`src/rtl/scp_pkg.sv`:
```
// Package: shared channel state encoding for the speaker short-circuit guard.
// Assumes: a single channel is in exactly one of the four states.
package scp_pkg;
    typedef enum logic [1:0] {
        ST_RUN   = 2'd0,  // driver enabled, fault watched
        ST_OFF   = 2'd1,  // retry back-off, driver disabled
        ST_DEB   = 2'd2,  // latched-mode debounce, driver still enabled
        ST_LATCH = 2'd3   // emergency shutdown held
    } scp_state_e;
endpackage

```
`src/rtl/scp_tick_timer.sv`:
```
// Module: scp_tick_timer
// Counts tick pulses while run is high and flags the pulse that reaches
// last+1 ticks. Returns to zero whenever run is low.
// Assumes: last is held stable while run stays high.
module scp_tick_timer #(
    parameter int CW = 8
) (
    input  logic          clk,
    input  logic          rst_n,
    input  logic          run,
    input  logic          tick,
    input  logic [CW-1:0] last,
    output logic          done
);
    logic [CW-1:0] cnt;

    // Completion flag: the tick that closes the window.
    assign done = run && tick && (cnt == last);

    // Tick counter, cleared outside a window and at its end.
    always_ff @(posedge clk) begin
        if (!rst_n || !run) begin
            cnt <= '0;
        end else if (tick) begin
            cnt <= done ? '0 : cnt + CW'(1);
        end
    end
endmodule

```
`src/rtl/scp_chan_fsm.sv`:
```
// Module: scp_chan_fsm
// One channel's protection sequencer: auto-retry back-off or debounced
// latched shutdown, chosen by latch_mode when a fault first appears.
// Assumes: fault is already synchronous to clk.
module scp_chan_fsm
    import scp_pkg::*;
#(
    parameter int CW        = 8,
    parameter int OFF_TICKS = 47,
    parameter int DEB_TICKS = 200
) (
    input  logic clk,
    input  logic rst_n,
    input  logic tick,
    input  logic fault,
    input  logic latch_mode,
    input  logic clr,
    output logic drv_en,
    output logic retry_trip,
    output logic latch_trip,
    output logic in_deb,
    output logic in_latch,
    output logic hold
);
    localparam logic [CW-1:0] OFF_LAST = CW'(OFF_TICKS - 1);
    localparam logic [CW-1:0] DEB_LAST = CW'(DEB_TICKS - 1);

    scp_state_e    state, state_nx;
    logic          t_run, t_done;
    logic [CW-1:0] t_last;

    // Timer runs during back-off and debounce, with the matching length.
    assign t_run  = (state == ST_OFF) || (state == ST_DEB);
    assign t_last = (state == ST_DEB) ? DEB_LAST : OFF_LAST;

    scp_tick_timer #(.CW(CW)) u_timer (
        .clk  (clk),
        .rst_n(rst_n),
        .run  (t_run),
        .tick (tick),
        .last (t_last),
        .done (t_done)
    );

    // Next-state decision for the channel.
    always_comb begin
        state_nx = state;
        unique case (state)
            ST_RUN:   if (fault) state_nx = latch_mode ? ST_DEB : ST_OFF;
            ST_OFF:   if (t_done) state_nx = ST_RUN;
            ST_DEB:   if (!fault) state_nx = ST_RUN;
                      else if (t_done) state_nx = ST_LATCH;
            ST_LATCH: if (clr && !fault) state_nx = ST_RUN;
            default:  state_nx = ST_RUN;
        endcase
    end

    // State register.
    always_ff @(posedge clk) begin
        if (!rst_n) state <= ST_RUN;
        else        state <= state_nx;
    end

    // Decoded outputs and single-cycle trip events.
    assign drv_en     = (state == ST_RUN) || (state == ST_DEB);
    assign retry_trip = (state == ST_RUN) && fault && !latch_mode;
    assign latch_trip = (state == ST_DEB) && fault && t_done;
    assign in_deb     = (state == ST_DEB);
    assign in_latch   = (state == ST_LATCH);
    assign hold       = in_latch && fault;
endmodule

```
`src/rtl/scp_irq_collect.sv`:
```
// Module: scp_irq_collect
// Keeps the sticky trip and emergency flags and forms the interrupt.
// Assumes: trip inputs are single-cycle events; set wins over clear.
module scp_irq_collect #(
    parameter int NCH = 2
) (
    input  logic           clk,
    input  logic           rst_n,
    input  logic           clr,
    input  logic           mask,
    input  logic [NCH-1:0] retry_trip,
    input  logic [NCH-1:0] latch_trip,
    input  logic [NCH-1:0] hold,
    output logic [NCH-1:0] stat,
    output logic           emerg,
    output logic           irq
);
    // Per-channel sticky trip flags.
    always_ff @(posedge clk) begin
        if (!rst_n) stat <= '0;
        else        stat <= retry_trip | (stat & {NCH{!clr}});
    end

    // Emergency flag, kept while any channel is still held by its fault.
    always_ff @(posedge clk) begin
        if (!rst_n)          emerg <= 1'b0;
        else if (|latch_trip) emerg <= 1'b1;
        else if (clr && !(|hold)) emerg <= 1'b0;
    end

    // Interrupt request with a maskable emergency contribution.
    assign irq = (|stat) || (emerg && !mask);
endmodule

```
`src/rtl/spk_short_guard.sv`:
```
// Module: spk_short_guard (top)
// Short-circuit and over-temperature guard for NCH speaker drivers. Times
// are counted in tick_i pulses.
// Assumes: fault flags are synchronous to clk; tick_i is one cycle wide.
module spk_short_guard #(
    parameter int NCH       = 2,
    parameter int OFF_TICKS = 47,
    parameter int DEB_TICKS = 16300
) (
    input  logic           clk,
    input  logic           rst_n,
    input  logic           tick_i,
    input  logic [NCH-1:0] ocur_i,
    input  logic [NCH-1:0] otemp_i,
    input  logic           latch_mode_i,
    input  logic           emerg_mask_i,
    input  logic           clr_i,
    output logic [NCH-1:0] drv_en_o,
    output logic [NCH-1:0] trip_stat_o,
    output logic           emerg_stat_o,
    output logic           irq_o
);
    localparam int MAXT = (OFF_TICKS > DEB_TICKS) ? OFF_TICKS : DEB_TICKS;
    localparam int CW   = $clog2(MAXT + 1);

    logic [NCH-1:0] fault, retry_trip, latch_trip, ch_deb, ch_latch, ch_hold;

    // Either sensed condition counts as a fault.
    assign fault = ocur_i | otemp_i;

    // One sequencer per channel.
    for (genvar c = 0; c < NCH; c++) begin : g_ch
        scp_chan_fsm #(
            .CW       (CW),
            .OFF_TICKS(OFF_TICKS),
            .DEB_TICKS(DEB_TICKS)
        ) u_fsm (
            .clk       (clk),
            .rst_n     (rst_n),
            .tick      (tick_i),
            .fault     (fault[c]),
            .latch_mode(latch_mode_i),
            .clr       (clr_i),
            .drv_en    (drv_en_o[c]),
            .retry_trip(retry_trip[c]),
            .latch_trip(latch_trip[c]),
            .in_deb    (ch_deb[c]),
            .in_latch  (ch_latch[c]),
            .hold      (ch_hold[c])
        );
    end

    scp_irq_collect #(.NCH(NCH)) u_irq (
        .clk       (clk),
        .rst_n     (rst_n),
        .clr       (clr_i),
        .mask      (emerg_mask_i),
        .retry_trip(retry_trip),
        .latch_trip(latch_trip),
        .hold      (ch_hold),
        .stat      (trip_stat_o),
        .emerg     (emerg_stat_o),
        .irq       (irq_o)
    );
endmodule

```
`config.mk`:
```
export PLATFORM = sky130hd
export DESIGN_NAME = spk_short_guard
export DESIGN_NICKNAME = d
export VERILOG_FILES = /design/src/rtl/scp_pkg.sv /design/src/rtl/scp_tick_timer.sv /design/src/rtl/scp_chan_fsm.sv /design/src/rtl/scp_irq_collect.sv /design/src/rtl/spk_short_guard.sv
export SDC_FILE = /design/constraint.sdc
export NUM_CORES = 1
export LEC_CHECK = 0
export ABC_CLOCK_PERIOD_IN_PS = 5300
export BUFFER_PORTS_ARGS = -buffer_cell sky130_fd_sc_hd__buf_2
export CAP_MARGIN = 20
export CORE_MARGIN = 2
export CORE_UTILIZATION = 31
export DETAILED_ROUTE_END_ITERATION = 12
export PLACE_DENSITY_LB_ADDON = 0.05
export RECOVER_POWER = 100
export SLEW_MARGIN = 40
export SYNTH_ARGS = -nofsm -noshare
export SYNTH_HDL_FRONTEND = slang
export SYNTH_SLANG_ARGS = --single-unit
```
`constraint.sdc`:
```
create_clock -name clk -period 5.3 [get_ports clk]
set_clock_uncertainty 0.15 [all_clocks]
set_input_delay 0.795 -clock clk [delete_from_list [all_inputs] [get_ports clk]]
set_output_delay 0.795 -clock clk [all_outputs]
set_load 0.1 [all_outputs]
```
Word level (Yosys, flattened, before mapping)
Index checks and enable logic that the tools add are counted.
Storage, ports and cells
  flip-flop bits (word level): 35
  bits of input ports: 10
  output and inout bits: 6
  word-level logic and storage cells: 88
Operators by class
  add/sub/neg operators: 2
  equality and inequality tests: 16
  multiplexer cells: 19
  bitwise logic cells: 3
  reductions and logical operators: 42
Operators by type and width (number)
  2-to-1 mux 14 bit: 4
  adder 14 x 1 -> 14 bit (second input constant): 2
  == test 14 bit: 2
  2-to-1 mux 2 bit: 11
  logical AND 1 bit: 18
  case mux 2 bit (4 select lines): 2
  zero test 1 bit: 9
  == test 2 bit (second input constant): 4
  != test 2 bit (second input constant): 4
  AND reduction 4 bit: 2
  logical OR 1 bit: 7
  != test 3 bit (second input constant): 2
  OR reduction 2 bit: 3
  == test 2 x 1 -> 1 bit (second input constant): 2
  zero test 2 bit: 2
  != test 2 x 1 -> 1 bit (second input constant): 2
  bitwise OR 2 bit: 2
  AND 2 bit: 1
  2-to-1 mux 1 bit: 2
  nonzero test 2 bit: 1

Logic depth before layout (Yosys ltp)
  word-level depth: 7
  gate-level depth with buffers: 7

Hierarchy
A second synthesis with hierarchy kept.
Unflattened totals
  cell total of the unflattened synthesis: 268
  area, all modules: 2308.5 µm²
By module, submodules not included
  scp_tick_timer: times used 2, cells each 95, area each 835.8 µm²
  scp_chan_fsm: times used 2, cells each 31, area each 246.5 µm²
  scp_irq_collect: times used 1, cells each 14, area each 131.4 µm²
  spk_short_guard: times used 1, cells each 2, area each 12.5 µm²

Least setup slack after synthesis
No wires, ideal clock.
  kind: register -> output
  from: register u_irq.emerg
  to: output irq_o
  arrival: 3.173 ns
  required time: 4.355 ns
  setup slack: 1.182 ns
  stages on the path, launching flop included: 3
  cell sequence: dfxtp_1 -> inv_1 -> o21ai_0
On the way
  cells in the longest elaborated chain, start to end: 2
RTL lines
  from (decl): line scp_irq_collect.sv:15  | output logic emerg,
  from (signal assigned): line scp_irq_collect.sv:26  | if (!rst_n) emerg <= 1'b0;
  from (signal assigned): line scp_irq_collect.sv:27  | else if (|latch_trip) emerg <= 1'b1;
  from (signal assigned): line scp_irq_collect.sv:28  | else if (clr && !(|hold)) emerg <= 1'b0;
  logical AND 1 bit: line scp_irq_collect.sv:32  | assign irq = (|stat) || (emerg && !mask);
  logical OR 1 bit: line scp_irq_collect.sv:32
  to (decl): line spk_short_guard.sv:21  | output logic irq_o
Every way passes these cells.

Final worst setup path
  from: register g_ch[0].u_fsm.state[1]
  to: output drv_en_o[0]
On the way
  cells in the longest elaborated chain, start to end: 2
RTL lines
  from (decl): line scp_chan_fsm.sv:28  | scp_state_e state, state_nx;
  from (signal assigned): line scp_chan_fsm.sv:61  | else state <= state_nx;
  == test 2 bit or zero test 2 bit (tied branches): line scp_chan_fsm.sv:65  | assign drv_en = (state == ST_RUN) || (state == ST_DEB);
  logical OR 1 bit *: line scp_chan_fsm.sv:65
  to (decl): line spk_short_guard.sv:18  | output logic [NCH-1:0] drv_en_o,
Mark *: on every way between the ends. The rest lies on a longest branch, timed or not.

==> results.txt <==
status -> finished, final reports clean
Slew @ Worst Pin -> 1.16 ns
Crit Reg-Reg Endpoint -> g_ch[1].u_fsm.u_timer.cnt[5]$_SDFFE_PP0P_
CTS tree -> done
final setup fails -> 0
post-route setup slack -> 2.35 ns
hold buffers post-CTS -> 0
largest net degree at the start of global routing -> 15
root buffer cell -> clkbuf_8
crit path kind -> register to primary output
Period minus WS final -> 2.95 ns
Max VDD drop -> 0.000217 V
clock buffer depth -> 2
Wirelength per Cell -> 12.8 um
crit path cell chain -> ha_1, or2_2, clkbuf_1
total setup buffers inserted after CTS -> 0
DRC Markers -> 0
Syn Nets -> 249
Post-Route WL -> 4.10 mm
met3 wire length -> 195 um
total CTS buffers -> 5
Core Area -> 0.00599 mm2
gr usage total -> 0.122
crit path DAT -> 2.00 ns
share of layout cells above drive strength 1 -> 0.114
Post-synth ARST share -> 0
share of the synthesized area in the top cell type -> 0.359
number of synthesized flops with an enable pin -> 0
num rows -> 28
port bufs -> 15
worst-skew pair later-pin latency -> 0.28 ns
Vias -> 1,605
most frequent cells in the layout -> 37 x nor2_1, 35 x dfxtp_1, 16 x nand2_1
XOR/XNOR Fraction of Synth Area -> 0.117
Hold Startpoint -> g_ch[0].u_fsm.state[1]$_SDFFE_PN0P_
slowest stage delay, CP -> 0.85 ns
via density per instance -> 5.02
Iteration-0 DRC Markers -> 42
largest cells by area after synthesis -> dfxtp_1 36%, nor2_1 7.1%, xor2_1 6.7%, ha_1 6.4%, xnor2_1 4.9%
remaining antenna violation count -> 0
predominant post-synthesis flop cell -> dfxtp_1
post-synthesis simple-gate area fraction -> 0.316
Worst setup SP type -> register
htree depth -> 2
Worst Reg2Reg Path Length in Cells -> 6
leading cell type in the layout, fill and taps excluded -> nor2_1
die area -> 0.00694 mm2
1st-pass router iterations -> 4
antenna violations before repair -> 0
main combinational cell family by area after synthesis -> simple AND/OR/NAND/NOR gates
r2r setup slk -> 3.02 ns
Pleak -> 0.751 nW
Hold Crit Endpoint -> g_ch[0].u_fsm.state[1]$_SDFFE_PN0P_
crit-path max FO -> 7
slew margin rel. -> 0.227
Fmax -> 340 MHz
period utilization -> 0.556
post-synthesis compound-gate area fraction -> 0.100
Req. time, crit path -> 4.36 ns
Final Power -> 0.000761 W
Post-CTS Resized -> 0
post-synthesis mux area share -> 0.0103
met2 WL -> 1.61 mm
Avg Cell Area, Syn -> 8.52 um2
routability congestion estimate -> 0.771
post-synth cell types -> 47
die width -> 83.3 um
DP Worst Slack -> 2.84 ns
Cell Area, Synth -> 0.00195 mm2
hold crit path type -> register to register
Die Height -> 83.3 um
Worst R2R Start -> g_ch[1].u_fsm.state[0]$_SDFFE_PN0P_
Synth Area in Adders -> 0.0641
post-synthesis register bit count -> 35
highest metal used -> met4
GRT overflow -> 0
synth warn -> 0
IO Count -> 16
CP max-delay cell -> clkbuf_1
clock slew at reported path FFs -> 0.07 ns
diode count -> 0
M1 wire length -> 2.25 mm
max-cap violation count -> 0
area added between synthesis and finish -> 10.9%
cells after synthesis -> 229
Post-DP HPWL -> 3.02 mm
Max Slew Vio Count -> 0
vias in the first global route -> 1,476
hold path depth -> 2
RSZ-0062 raised after global routing -> false
CP endpoint kind -> primary output
TNS Setup -> 0 ns
clk sinks -> 35
Initial Util -> 0.326
first-pass GRT wire length -> 7.02 mm
Hold Fails Final Rpt -> 0
cell taking the most area after synthesis -> dfxtp_1
Final nets -> 264
Cell Pwr Density -> 352 mW/mm2
sequential area share after synthesis -> 0.359
[registers in the layout (all words and copies together), names as in the netlist]
name,cells
g_ch.u_fsm.u_timer.cnt,28
g_ch.u_fsm.state,4
u_irq.stat,2
u_irq.emerg,1
[power by group]
part	leakage, nW	internal (W)	switching (W)
combinational	0.417	0.0000664	0.000187
clock	0.0515	0.000119	0.0000964
sequential	0.283	0.000277	0.0000153
total	0.751	0.000462	0.000299
[final cells by class]
type                       instances  area (um2)
inverter                           8        30.0
tap                               75        93.8
multi-input combinational        179        1170
timing repair buffer              15        66.3
fill                             656        3830
sequential                        35         701
clock buffer                       8         100
[Yosys cell counts, types with 3 or more instances]
cell type and count:
nand4_1 8, a21oi_1 6, nand3_1 11, xnor2_1 11, and4_2 3, clkbuf_1 3, or2_2 5, inv_1 8
nand2b_1 3, nor3_1 6, ha_1 10, o21ai_0 6, nor2_1 37, dfxtp_1 35, xor2_1 15, and3_1 4
nor2b_1 4, nand2_1 16
[kinds of logic (layout without fill, tap and decap cells)]
kind of cell,count (synthesis),in the layout
adder cells (fa/ha/maj),10,10
flip-flops,35,35
AND/OR/NAND/NOR,114,114
multiplexers,2,2
XOR/XNOR,26,26
buffers and inverters,15,31
AO/OA/AOI/OAI,27,27
[worst max-delay path: cells and delay by family, from the launching register on]
kind	cells	cell delay, ns
simple gates	1	0.15
buf+inv	1	0.85
fa+ha+maj	1	0.30
flops	1	0.42
[metal layers]
layer | GRT usage | vias to the layer above
met5 | 0 | -
met4 | 0.0447 | 0
met3 | 0.0368 | 4
met2 | 0.173 | 23
met1 | 0.173 | 747
li1 | - | 831
[worst max path at each step]
stage | slack [ns] | cells after the start | to | from
6_report | 2.35 | 3 | drv_en_o[0] | g_ch[0].u_fsm.state[1]$_SDFFE_PN0P_
3_3_place_gp | 2.90 | 3 | irq_o | emerg_mask_i
5_1_grt | 2.26 | 4 | drv_en_o[0] | g_ch[0].u_fsm.state[0]$_SDFFE_PN0P_
2_1_floorplan | 1.18 | 2 | irq_o | u_irq.emerg$_SDFFE_PN0P_
3_5_place_dp | 2.84 | 5 | g_ch[0].u_fsm.u_timer.cnt[13]$_SDFFE_PP0P_ | tick_i
4_1_cts | 2.69 | 4 | drv_en_o[0] | g_ch[0].u_fsm.state[0]$_SDFFE_PN0P_
[metrics by stage]
stage               hold slack (ns)  instances  instance area, um2  utilization
CTS                           0.399        320                2180        0.364
detailed placement            0.380        312                2080        0.348
finish                        0.396        320                2160        0.361
global placement              0.371        312                2080        0.348
floorplan                     0.336        229                1950            -
global route                  0.432        320                2160        0.361
(Power assumes the default switching activity.)
